### config.mk
export PLATFORM = sky130hd
export DESIGN_NAME = stimer_top
export DESIGN_NICKNAME = d
export VERILOG_FILES = /design/src/rtl/stimer_pkg.sv /design/src/rtl/stimer_count.sv /design/src/rtl/stimer_pit.sv /design/src/rtl/stimer_irqc.sv /design/src/rtl/stimer_top.sv
export SDC_FILE = /design/constraint.sdc
export NUM_CORES = 1
export LEC_CHECK = 0
export BUFFER_PORTS_ARGS = -buffer_cell sky130_fd_sc_hd__clkbuf_2
export CAP_MARGIN = 20
export CORE_MARGIN = 4
export CORE_UTILIZATION = 49
export CTS_CLUSTER_DIAMETER = 80
export DETAILED_ROUTE_END_ITERATION = 8
export GPL_ROUTABILITY_DRIVEN = 0
export GPL_TIMING_DRIVEN = 0
export PLACE_DENSITY_LB_ADDON = 0.2
export RECOVER_POWER = 100
export SLEW_MARGIN = 25
export SYNTH_ARGS = -nofsm -noshare
export SYNTH_HDL_FRONTEND = slang
export SYNTH_SLANG_ARGS = --single-unit
### constraint.sdc
create_clock -name clk -period 3.15 [get_ports clk]
set_input_delay 0.945 -clock clk [delete_from_list [all_inputs] [get_ports clk]]
set_output_delay 0.945 -clock clk [all_outputs]
set_load 0.005 [all_outputs]
### src/rtl/stimer_pkg.sv
package stimer_pkg;
    localparam int ADDR_W = 5;

    localparam logic [ADDR_W-1:0] A_MODE   = 5'h00;
    localparam logic [ADDR_W-1:0] A_PERIOD = 5'h04;
    localparam logic [ADDR_W-1:0] A_ALARM  = 5'h08;
    localparam logic [ADDR_W-1:0] A_COUNT  = 5'h0C;
    localparam logic [ADDR_W-1:0] A_STAT   = 5'h10;
    localparam logic [ADDR_W-1:0] A_IEN    = 5'h14;
    localparam logic [ADDR_W-1:0] A_IDIS   = 5'h18;
    localparam logic [ADDR_W-1:0] A_MASK   = 5'h1C;

    localparam int NFLAG    = 4;
    localparam int F_PIT    = 0;
    localparam int F_WDOG   = 1;
    localparam int F_INC    = 2;
    localparam int F_ALARM  = 3;

    typedef logic [NFLAG-1:0] flag_t;
endpackage

### src/rtl/stimer_count.sv
module stimer_count #(
    parameter int CNT_W = 20,
    parameter int PRE_W = 16,
    parameter logic [PRE_W-1:0] PRE_RST = 16'h8000
) (
    input  logic             clk,
    input  logic             rst_n,
    input  logic             tick_i,
    input  logic             pre_wr_i,
    input  logic [PRE_W-1:0] pre_val_i,
    input  logic             alm_wr_i,
    input  logic [CNT_W-1:0] alm_val_i,
    output logic [PRE_W-1:0] pre_o,
    output logic [CNT_W-1:0] cnt_o,
    output logic [CNT_W-1:0] alm_o,
    output logic             inc_o,
    output logic             hit_o
);
    typedef struct packed {
        logic [PRE_W-1:0] psc;
        logic [PRE_W-1:0] pre;
        logic [CNT_W-1:0] cnt;
        logic [CNT_W-1:0] alm;
    } cnt_st_t;

    cnt_st_t st_d, st_q;
    logic [PRE_W-1:0] pre_last;
    logic [CNT_W-1:0] cnt_next;

    always_comb begin
        st_d     = st_q;
        pre_last = st_q.pre - PRE_W'(1);
        cnt_next = st_q.cnt + CNT_W'(1);
        inc_o    = tick_i && (st_q.psc == pre_last);
        hit_o    = inc_o && (cnt_next == st_q.alm);
        if (tick_i) begin
            st_d.psc = inc_o ? '0 : st_q.psc + PRE_W'(1);
        end
        if (inc_o) begin
            st_d.cnt = cnt_next;
        end
        if (pre_wr_i) begin
            st_d.pre = pre_val_i;
            st_d.psc = '0;
        end
        if (alm_wr_i) begin
            st_d.alm = alm_val_i;
        end
    end

    always_ff @(posedge clk) begin
        if (!rst_n) begin
            st_q.psc <= '0;
            st_q.pre <= PRE_RST;
            st_q.cnt <= '0;
            st_q.alm <= '0;
        end else begin
            st_q <= st_d;
        end
    end

    assign pre_o = st_q.pre;
    assign cnt_o = st_q.cnt;
    assign alm_o = st_q.alm;


    wrap_zero_chk: assert property (@(posedge clk) disable iff (!rst_n)
        (inc_o && (st_q.cnt == '1)) |=> (st_q.cnt == '0));


    cnt_hold_chk: assert property (@(posedge clk) disable iff (!rst_n)
        !inc_o |=> $stable(st_q.cnt));


    alarm_eq_chk: assert property (@(posedge clk) disable iff (!rst_n)
        (hit_o && !alm_wr_i) |=> (st_q.cnt == st_q.alm));
endmodule

### src/rtl/stimer_pit.sv
module stimer_pit #(
    parameter int PER_W = 16
) (
    input  logic             clk,
    input  logic             rst_n,
    input  logic             tick_i,
    input  logic             per_wr_i,
    input  logic [PER_W-1:0] per_val_i,
    output logic [PER_W-1:0] per_o,
    output logic             evt_o
);
    typedef struct packed {
        logic [PER_W-1:0] per;
        logic [PER_W-1:0] cnt;
    } pit_st_t;

    pit_st_t st_d, st_q;

    always_comb begin
        st_d  = st_q;
        evt_o = tick_i && (st_q.cnt == (st_q.per - PER_W'(1)));
        if (tick_i) begin
            st_d.cnt = evt_o ? '0 : st_q.cnt + PER_W'(1);
        end
        if (per_wr_i) begin
            st_d.per = per_val_i;
            st_d.cnt = '0;
        end
    end

    always_ff @(posedge clk) begin
        if (!rst_n) begin
            st_q <= '0;
        end else begin
            st_q <= st_d;
        end
    end

    assign per_o = st_q.per;


    pit_restart_chk: assert property (@(posedge clk) disable iff (!rst_n)
        per_wr_i |=> (st_q.cnt == '0));
endmodule

### src/rtl/stimer_irqc.sv
module stimer_irqc
    import stimer_pkg::*;
(
    input  logic  clk,
    input  logic  rst_n,
    input  flag_t evt_i,
    input  logic  rd_clr_i,
    input  logic  en_wr_i,
    input  logic  dis_wr_i,
    input  flag_t wbits_i,
    output flag_t stat_o,
    output flag_t mask_o,
    output logic  irq_o
);
    typedef struct packed {
        flag_t stat;
        flag_t mask;
    } irq_st_t;

    irq_st_t st_d, st_q;

    always_comb begin
        st_d      = st_q;
        st_d.stat = (rd_clr_i ? '0 : st_q.stat) | evt_i;
        if (en_wr_i) begin
            st_d.mask = st_q.mask | wbits_i;
        end
        if (dis_wr_i) begin
            st_d.mask = st_q.mask & ~wbits_i;
        end
    end

    always_ff @(posedge clk) begin
        if (!rst_n) begin
            st_q <= '0;
        end else begin
            st_q <= st_d;
        end
    end

    assign stat_o = st_q.stat;
    assign mask_o = st_q.mask;
    assign irq_o  = |(st_q.stat & st_q.mask);


    rd_clr_chk: assert property (@(posedge clk) disable iff (!rst_n)
        (rd_clr_i && (evt_i == '0)) |=> (st_q.stat == '0));


    evt_wins_chk: assert property (@(posedge clk) disable iff (!rst_n)
        (|evt_i) |=> ((st_q.stat & $past(evt_i)) == $past(evt_i)));


    en_set_chk: assert property (@(posedge clk) disable iff (!rst_n)
        en_wr_i |=> ((st_q.mask & $past(wbits_i)) == $past(wbits_i)));


    dis_clr_chk: assert property (@(posedge clk) disable iff (!rst_n)
        dis_wr_i |=> ((st_q.mask & $past(wbits_i)) == '0));


    wdog_quiet_chk: assert property (@(posedge clk) disable iff (!rst_n)
        !st_q.stat[F_WDOG]);
endmodule

### src/rtl/stimer_top.sv
module stimer_top
    import stimer_pkg::*;
#(
    parameter int CNT_W = 20,
    parameter int PRE_W = 16,
    parameter int PER_W = 16,
    parameter logic [PRE_W-1:0] PRE_RST = 16'h8000
) (
    input  logic        clk,
    input  logic        rst_n,
    input  logic        tick_i,
    input  logic        bus_sel_i,
    input  logic        bus_we_i,
    input  logic [4:0]  bus_addr_i,
    input  logic [31:0] bus_wdata_i,
    output logic [31:0] bus_rdata_o,
    output logic        irq_o
);
    logic wr, rd;
    logic [PRE_W-1:0] pre;
    logic [PER_W-1:0] per;
    logic [CNT_W-1:0] cnt, alm;
    logic inc, hit, pit_evt;
    flag_t evt, stat, mask;
    logic unused_wdata;

    assign wr = bus_sel_i && bus_we_i;
    assign rd = bus_sel_i && !bus_we_i;
    assign unused_wdata = ^bus_wdata_i;

    stimer_count #(.CNT_W(CNT_W), .PRE_W(PRE_W), .PRE_RST(PRE_RST)) u_count (
        .clk       (clk),
        .rst_n     (rst_n),
        .tick_i    (tick_i),
        .pre_wr_i  (wr && (bus_addr_i == A_MODE)),
        .pre_val_i (bus_wdata_i[PRE_W-1:0]),
        .alm_wr_i  (wr && (bus_addr_i == A_ALARM)),
        .alm_val_i (bus_wdata_i[CNT_W-1:0]),
        .pre_o     (pre),
        .cnt_o     (cnt),
        .alm_o     (alm),
        .inc_o     (inc),
        .hit_o     (hit)
    );

    stimer_pit #(.PER_W(PER_W)) u_pit (
        .clk       (clk),
        .rst_n     (rst_n),
        .tick_i    (tick_i),
        .per_wr_i  (wr && (bus_addr_i == A_PERIOD)),
        .per_val_i (bus_wdata_i[PER_W-1:0]),
        .per_o     (per),
        .evt_o     (pit_evt)
    );

    always_comb begin
        evt          = '0;
        evt[F_PIT]   = pit_evt;
        evt[F_WDOG]  = 1'b0;
        evt[F_INC]   = inc;
        evt[F_ALARM] = hit;
    end

    stimer_irqc u_irqc (
        .clk      (clk),
        .rst_n    (rst_n),
        .evt_i    (evt),
        .rd_clr_i (rd && (bus_addr_i == A_STAT)),
        .en_wr_i  (wr && (bus_addr_i == A_IEN)),
        .dis_wr_i (wr && (bus_addr_i == A_IDIS)),
        .wbits_i  (bus_wdata_i[NFLAG-1:0]),
        .stat_o   (stat),
        .mask_o   (mask),
        .irq_o    (irq_o)
    );

    always_comb begin
        bus_rdata_o = '0;
        case (bus_addr_i)
            A_MODE:   bus_rdata_o = 32'(pre);
            A_PERIOD: bus_rdata_o = 32'(per);
            A_ALARM:  bus_rdata_o = 32'(alm);
            A_COUNT:  bus_rdata_o = 32'(cnt);
            A_STAT:   bus_rdata_o = 32'(stat);
            A_MASK:   bus_rdata_o = 32'(mask);
            default:  bus_rdata_o = '0;
        endcase
    end
endmodule

# == Word-level counts from Yosys, hierarchy flattened ==
# Cells that the tools add are included.
# word_totals
word_cells,52
output_inout_bits,33
input_bits,42
regBits,112
# op_classes
reduce_logical,17
eq_ne,10
muxes,6
bitwise_logic,6
addsub,5
# op_table
operator,count
20-bit case mux with 6 select lines,1
"16-bit by 1-bit adder with 16-bit output, second input constant",2
16-bit equality test,2
16-bit 2-to-1 mux,2
"16-bit by 1-bit subtractor with 16-bit output, second input constant",2
"20-bit by 1-bit adder with 20-bit output, second input constant",1
20-bit equality test,1
"5-bit equality test, second input constant",4
4-bit 2-to-1 mux,3
1-bit logical AND,11
"5-bit by 4-bit equality test with 1-bit output, second input constant",2
4-bit AND,2
4-bit bitwise OR,2
"5-bit by 3-bit equality test with 1-bit output, second input constant",1
5-bit logical NOT,1
4-bit NOT,1
2-bit OR reduction,2
4-bit OR reduction,1
2-bit nonzero test,1
1-bit logical NOT,1
1-bit NOT,1

# == Longest topological paths before layout ==
# Gate-level depths: netlist (run 1).
# logic_depth
depth_word,5
mapped_depth,11
ltp_nobuf,9

# == Cells and area by module ==
# Synthesis (run 1) repeated with hierarchy kept, for this count alone.
# unflattened
hier_cells,939
hier_area_um2,7658.6
# by_module_without_submodules
mod,area_each_um2,cells_per_inst,seq_area_each_um2,instances
stimer_count,4354.2,522,1441.4,1
stimer_pit,2192.1,255,640.6,1
stimer_top,824.5,134,0.0,1
stimer_irqc,287.8,28,160.2,1

# == Worst setup path after synthesis (run 1) ==
# No wires, ideal clock.
# synth_path
path_type,input -> output
from,input port bus_addr_i[1]
to,output port bus_rdata_o[13]
cell_stages,5
slack_ns,-0.175
t_arrival_ns,2.380
required_time_ns,2.205
path_buffers,1
path_cell_list,or2_2 -> nor4_1 -> clkbuf_1 -> a222oi_1 -> nand2_1
# synth_via
elab_chain_len,2
elab_cells_between_ends,7
cone_classes,eq/ne: 5; mux: 1; reduce/logical: 1
# synth_lines
element,line,source
from (decl),stimer_top.sv:14,"input logic [4:0] bus_addr_i,"
5-bit equality test (tied with other cells),stimer_top.sv:79,case (bus_addr_i)
20-bit case mux with 6 select lines *,stimer_top.sv:79,
to (decl),stimer_top.sv:16,"output logic [31:0] bus_rdata_o,"
# Mark *: on every way between the ends. The rest lies on a longest branch, timed or not.

# == Final worst setup path (run 1) ==
# layout_path
from,input port bus_addr_i[3]
to,output port bus_rdata_o[6]
# Same word-level chain as after synthesis.

==> flow_metrics.env, run 1 <==
export IMPL_layout_drive_gt1_share_pct=16.78
export IMPL_fin_crit_ns=3.232
export IMPL_final_area_mm2=0.008234
export IMPL_top_usage_layer="met2"
export IMPL_finClkSkew_ns=0.01180
export IMPL_avgRoutedWirePerCell_um=18.48
export IMPL_synth_top_area_share_pct=31.89
export IMPL_synth_simple_area_share_pct=29.31
export IMPL_max_vdd_ir_drop_v=0.0002546
export IMPL_yosysUniqueCellTypes=71
export IMPL_synth_compound_gate_area_share_pct=16.21
export IMPL_p_per_area_mw_per_mm2=336.4
export IMPL_met2_usage_pct=43.28
export IMPL_cts_root_buf="clkbuf_16"
export IMPL_cap_violations=0
export IMPL_clk_latency_ns=0.37
export IMPL_arrival_ns=2.29
export IMPL_worst_ep_required_time_ns=2.20
export IMPL_die_w_um=127.3
export IMPL_synth_top_family_by_area="simple AND/OR/NAND/NOR gates"
export IMPL_synth_area_leaders="dfxtp_1, nand2_1, xnor2_1, a21oi_1, xor2_1"
export IMPL_place_area_mm2=0.007500
export IMPL_yosysSeqAreaShare_pct=31.89
export IMPL_row_count=43
export IMPL_hold_class="register to register"
export IMPL_setup_viol=15
export IMPL_yosys_warnings=0
export IMPL_core_area_mm2=0.01388
export IMPL_cp_end_kind="output pin"
export IMPL_synth_enable_flop_cells=0
export IMPL_min_path_cells=2
export IMPL_die_h_um=127.3
export IMPL_n_antenna_cell=0
export IMPL_synth_top_area_cell="dfxtp_1"
export IMPL_nets=1031
export IMPL_antenna_found_initial=0
export IMPL_cts_max_level=3
export IMPL_criticalPathCategory="input port to output pin"
export IMPL_use_met1_pct=34.39
export IMPL_via_count=6943
export IMPL_setup_slack_ns=-0.08215
export IMPL_cts_sinks=111
export IMPL_max_slew_margin_pct=51.60
export IMPL_grt_max_degree=21
export IMPL_fillers=1262
export IMPL_io_buffers=49
export IMPL_synthCells=894
export IMPL_pin_count=75
export IMPL_drt_total_wl_um=21600
export IMPL_hold_viol_final=0
export IMPL_numCtsBuffers=9
export IMPL_clock_fmax_ghz=0.3094
export IMPL_path_max_fanout=5
export IMPL_initial_core_util_pct=50.20
export IMPL_ys_flop_type="dfxtp_1"
export IMPL_yosys_area_share_adder_pct=0.8978
export IMPL_start_kind="input port"
export IMPL_final_util_pct=59.32
export IMPL_fin_crit_sh_pct=102.6
export IMPL_yosysMostFrequentCell="nand2_1"
export IMPL_grt_pass1_wl_um=33330
export IMPL_met3_usage_pct=4.891
export IMPL_r2r_cells=10
export IMPL_ctsLongestPathBuffers=2
export IMPL_holdWs_ns=0.4935
export IMPL_muxShareOfSynthArea_pct=3.627
export IMPL_grt_overflow_total=0
export IMPL_p_leak_nw=3.009
export IMPL_synthesis_area_mm2=0.006968
export IMPL_dr_pass1_iters=8
export IMPL_rsz0062_at_grt="yes"
export IMPL_design_die_area_mm2=0.01619
export IMPL_drt_initial_drc_count=699
export IMPL_tightest_slew_ns=0.7200
export IMPL_clk_pin_slew_ns=0.08
export IMPL_cts_tree="built"
export IMPL_place_hpwl_um=15880
export IMPL_area_growth_pct=18.17
export IMPL_violations="setup timing"
export IMPL_ys_seq_elements=111
export IMPL_synth_common_cells="nand2_1, dfxtp_1, a21oi_1"
export IMPL_synthArstFlopShare_pct=0
export IMPL_status="finished with violations"
export IMPL_drtAntennaViolNets=0
export IMPL_grt_usage_pct=26.13
export IMPL_vias_per_cell=5.939
export IMPL_slew_violations=0
export IMPL_synth_avg_cell_area_um2=7.794
export IMPL_remaining_drc_errors=0
export IMPL_synth_xor_area_share_pct=11.47
export IMPL_grt_pass1_vias=6286
[routing by layer]
layer  share of wire, %  up-vias  wire, um
met3                7.7       48      1672
met2                 46      276      9960
met1                 43     3251      9300
met4                3.1        0       671
li1                   -     3368         -
met5                  0        -         0
[worst paths after layout]
kind	slack, ns	endpoint	from
worst max-delay path	-0.08	bus_rdata_o[6]	bus_addr_i[3]
worst min-delay path	0.49	u_count.alm_o[4]	u_count.alm_o[4]
worst max register to register	0.08	u_count.cnt_o[11]	u_count.pre_o[1]
worst min register to register	0.49	u_count.alm_o[4]	u_count.alm_o[4]
[what timing repair did]
action / 4_1_cts / 5_1_grt
hold buffers: 0 / 0
gates resized for setup: 40 / 35
hold endpoints to repair: 0 / 0
pin swaps: 12 / 25
buffers inserted: 12 / 16
setup endpoints to repair: 42 / 58
cloned: 1 / 2
[final cells by class]
class                      count  area, um2  share of cell area, %
buffer                        73      426.7                  5.182
clock buffer                   9      225.2                  2.735
clock inverter                 7      66.31                 0.8053
inverter                      18      67.56                 0.8205
multi-input combinational    699       4499                  54.64
sequential                   111       2231                  27.09
tap                          180      225.2                  2.735
timing repair buffer          72      493.0                  5.987
[stage by stage]
| step | setup slack, ns | TNS (ns) | cells | total power, W |
|---|---|---|---|---|
| 2_1_floorplan | 0.03051 | 0 | 905 | 0.001542 |
| 3_3_place_gp | -0.7551 | -19.20 | 1134 | 0.001606 |
| 3_5_place_dp | -0.7425 | -18.93 | 1134 | 0.001607 |
| 4_1_cts | -0.1128 | -0.9936 | 1163 | 0.002769 |
| 5_1_grt | -0.1292 | -1.600 | 1169 | 0.002840 |
| 6_report | -0.08215 | -0.6318 | 1169 | 0.002770 |
[placed cells by master, fill, tap and decap left out, types with 27 or more instances in the layout]
| master | n |
|---|---|
| nand2_1 | 143 |
| dfxtp_1 | 108 |
| a21oi_1 | 73 |
| nor2_1 | 59 |
| xnor2_1 | 48 |
| clkbuf_2 | 46 |
| xor2_1 | 37 |
| buf_4 | 32 |
| clkbuf_1 | 30 |
| nand3_1 | 29 |
| nor3_1 | 27 |
[cell families (layout without fill, tap and decap cells)]
logic type,after synthesis,in the layout
and+or+nand+nor,398,398
AOI/OAI and AO/OA,171,171
DFF,111,111
buffers and inverters,95,179
xor gates and xnor gates,88,88
muxes,25,25
adders and majority gates,5,5
other,1,12
[registers in the layout, indices dropped and copies added (netlist names), named ones only]
register       cells
u_count.alm_o     20
u_count.cnt_o     20
u_count.pre_o     16
u_count.st_q      16
u_pit.per_o       16
u_pit.st_q        16
u_irqc.stat_o      3
[worst max-delay path, stage by stage]
cell and delay [ns]:
clkbuf_16 0.13, clkbuf_8 0.13, nand2_4 0.07, nor3_4 0.07, buf_12 0.14, a222oi_1 0.55
nand2_1 0.11, clkbuf_2 0.13
[where the power goes]
| part | internal (W) | switching [W] | total, W |
|---|---|---|---|
| clock | 0.000558 | 0.000608 | 0.00117 |
| combinational | 0.0000733 | 0.000114 | 0.000187 |
| sequential | 0.00141 | 0.0000101 | 0.00142 |
No activity file was read; power rests on OpenSTA's default activity.
==> run 2, diff against run 1 <==
--- a/config.mk
+++ b/config.mk
@@ -15,6 +15,7 @@
 export GPL_TIMING_DRIVEN = 0
 export PLACE_DENSITY_LB_ADDON = 0.2
 export RECOVER_POWER = 100
+export REMOVE_ABC_BUFFERS = 1
 export SLEW_MARGIN = 25
 export SYNTH_ARGS = -nofsm -noshare
 export SYNTH_HDL_FRONTEND = slang
==> run 2 against run 1 <==
Compared with the run above:
- the flow still finishes with violations (setup timing)
- routed wire length is 8.3% lower
- sequential share of layout area is 1.3 points higher
- die area stayed put
- fmax is 1.5% higher
- register-to-register slack better by 0.04 ns
- via count is 3.9% lower
- clock power is 11% higher
- final cell count is 6.3% lower
- non-clock buffer count is 76 lower
- largest power group unchanged
==> flow_metrics.env, run 2 (synthesis gave the netlist of run 1 again) <==
export IMPL_status="finished with violations"
export IMPL_violations="setup timing"
export IMPL_grt_overflow_total=0
export IMPL_cp_end_kind="output pin"
export IMPL_worst_ep_required_time_ns=2.20
export IMPL_criticalPathCategory="input port to output pin"
export IMPL_avgRoutedWirePerCell_um=18.09
export IMPL_remaining_drc_errors=0
export IMPL_clk_pin_slew_ns=0.08
export IMPL_grt_max_degree=78
export IMPL_drt_initial_drc_count=778
export IMPL_layout_commonest_cell="nand2_1"
export IMPL_worstSetupStartpoint="bus_addr_i[1]"
export IMPL_r2r_cells=8
export IMPL_setup_slack_ns=-0.03561
export IMPL_cts_max_level=3
export IMPL_rsz0062_at_grt="yes"
export IMPL_tightest_slew_ns=0.9218
export IMPL_fin_crit_sh_pct=101.1
export IMPL_setup_tns_final_ns=-0.06174
export IMPL_finClkSkew_ns=0.01050
export IMPL_pin_count=75
export IMPL_min_from="u_count.alm_o[18]"
export IMPL_clock_fmax_ghz=0.3139
export IMPL_holdWs_ns=0.4880
export IMPL_io_buffers=50
export IMPL_arrival_ns=2.24
export IMPL_n_antenna_cell=0
export IMPL_vias_per_cell=6.090
export IMPL_nets=957
export IMPL_timing_rr_start="u_count.cnt_o[0]"
export IMPL_dpl_worst_slack_ns=-0.9442
export IMPL_drt_total_wl_um=19810
export IMPL_numCtsBuffers=9
export IMPL_p_per_area_mw_per_mm2=367.9
export IMPL_core_area_mm2=0.01388
export IMPL_fillers=1292
export IMPL_grt_pass1_wl_um=31440
export IMPL_hold_class="register to register"
export IMPL_fin_crit_ns=3.186
export IMPL_layout_drive_gt1_share_pct=13.88
export IMPL_row_count=43
export IMPL_cts_sinks=111
export IMPL_cap_violations=0
export IMPL_final_cell_mix="nand2_1, dfxtp_1, a21oi_1"
export IMPL_start_kind="input port"
export IMPL_path_max_fanout=8
export IMPL_grt_usage_pct=24.20
export IMPL_max_slew_margin_pct=38.38
export IMPL_ctsLongestPathBuffers=2
export IMPL_setup_viol=2
export IMPL_slew_violations=0
export IMPL_design_die_area_mm2=0.01619
export IMPL_die_h_um=127.3
export IMPL_min_path_cells=2
export IMPL_via_count=6669
export IMPL_hold_viol_final=0
export IMPL_area_growth_pct=12.28
export IMPL_initial_core_util_pct=50.20
export IMPL_die_w_um=127.3
export IMPL_max_vdd_ir_drop_v=0.0002575
export IMPL_drtAntennaViolNets=0
export IMPL_place_hpwl_um=13650
export IMPL_cts_tree="built"
export IMPL_grt_pass1_vias=5841
export IMPL_antenna_found_initial=0
export IMPL_clk_latency_ns=0.37
export IMPL_p_leak_nw=2.752
export IMPL_dr_pass1_iters=7
export IMPL_finalPower_w=0.002879
export IMPL_cts_root_buf="clkbuf_16"
## run 2: cell types whose count changed in the layout (fill, tap and decap cells not counted), sizes merged
| cell | previous run | this run |
|---|---|---|
| clkbuf | 90 | 51 |
| buf | 64 | 29 |
| clkinv | 4 | 1 |
| bufinv | 0 | 2 |
| nand3 | 30 | 32 |
| inv | 21 | 20 |
## run 2: routing by layer
metal | global-route usage (%) | vias up | share of wire, %
met5 | 0 | - | 0
met4 | 8.076 | 0 | 2.4
met3 | 3.052 | 42 | 7.9
met2 | 37.14 | 270 | 45
met1 | 35.25 | 3137 | 45
li1 | - | 3220 | -
## run 2: path summary, 6_finish.rpt
check,to,slack (ns)
setup / recovery,bus_rdata_o[14],-0.04
hold / removal,u_count.alm_o[18],0.49
setup reg to reg,u_irqc.stat_o[3],0.12
hold reg to reg,u_count.alm_o[18],0.49
## run 2: final cells by class
| cell class | instances | area, um2 | area share [%] |
|---|---|---|---|
| repair buffers | 69 | 455.4 | 5.821 |
| clock buffers | 11 | 242.7 | 3.103 |
| clock inverters | 5 | 88.84 | 1.135 |
| multi-input cells | 701 | 4517 | 57.73 |
| flip-flops and latches | 111 | 2225 | 28.43 |
| well taps | 180 | 225.2 | 2.879 |
| inverters | 18 | 70.07 | 0.8956 |
## run 2: repair_timing
item,in CTS,in global routing
hold buffers,0,0
endpoints found under the setup margin,52,59
gates cloned,1,1
resized for setup,27,29
buffers inserted,7,4
pin swaps,15,23
## run 2: worst max-delay path: stages
cell and delay [ns]:
buf_6 0.08, or2_4 0.13, nor4_4 0.04, buf_4 0.17, buf_6 0.14, a222oi_1 0.45, nand2_1 0.13, buf_2 0.16
## run 2: report_power, final
| part | leakage [nW] | switching [W] | internal [W] |
|---|---|---|---|
| clock network | 0.162 | 0.000572 | 0.000731 |
| logic | 1.69 | 0.000101 | 0.0000545 |
| registers | 0.896 | 0.0000110 | 0.00141 |
| total | 2.75 | 0.000685 | 0.00219 |
## run 2: metrics by stage
stage / area (um2) / util, % / cells
final: 7824 / 56.36 / 1095
after global routing: 7824 / 56.36 / 1095
after CTS: 7719 / 55.61 / 1091
after detailed placement: 7191 / 51.80 / 1067
after global placement: 7097 / 51.13 / 1058
after floorplan: 6621 / - / 828
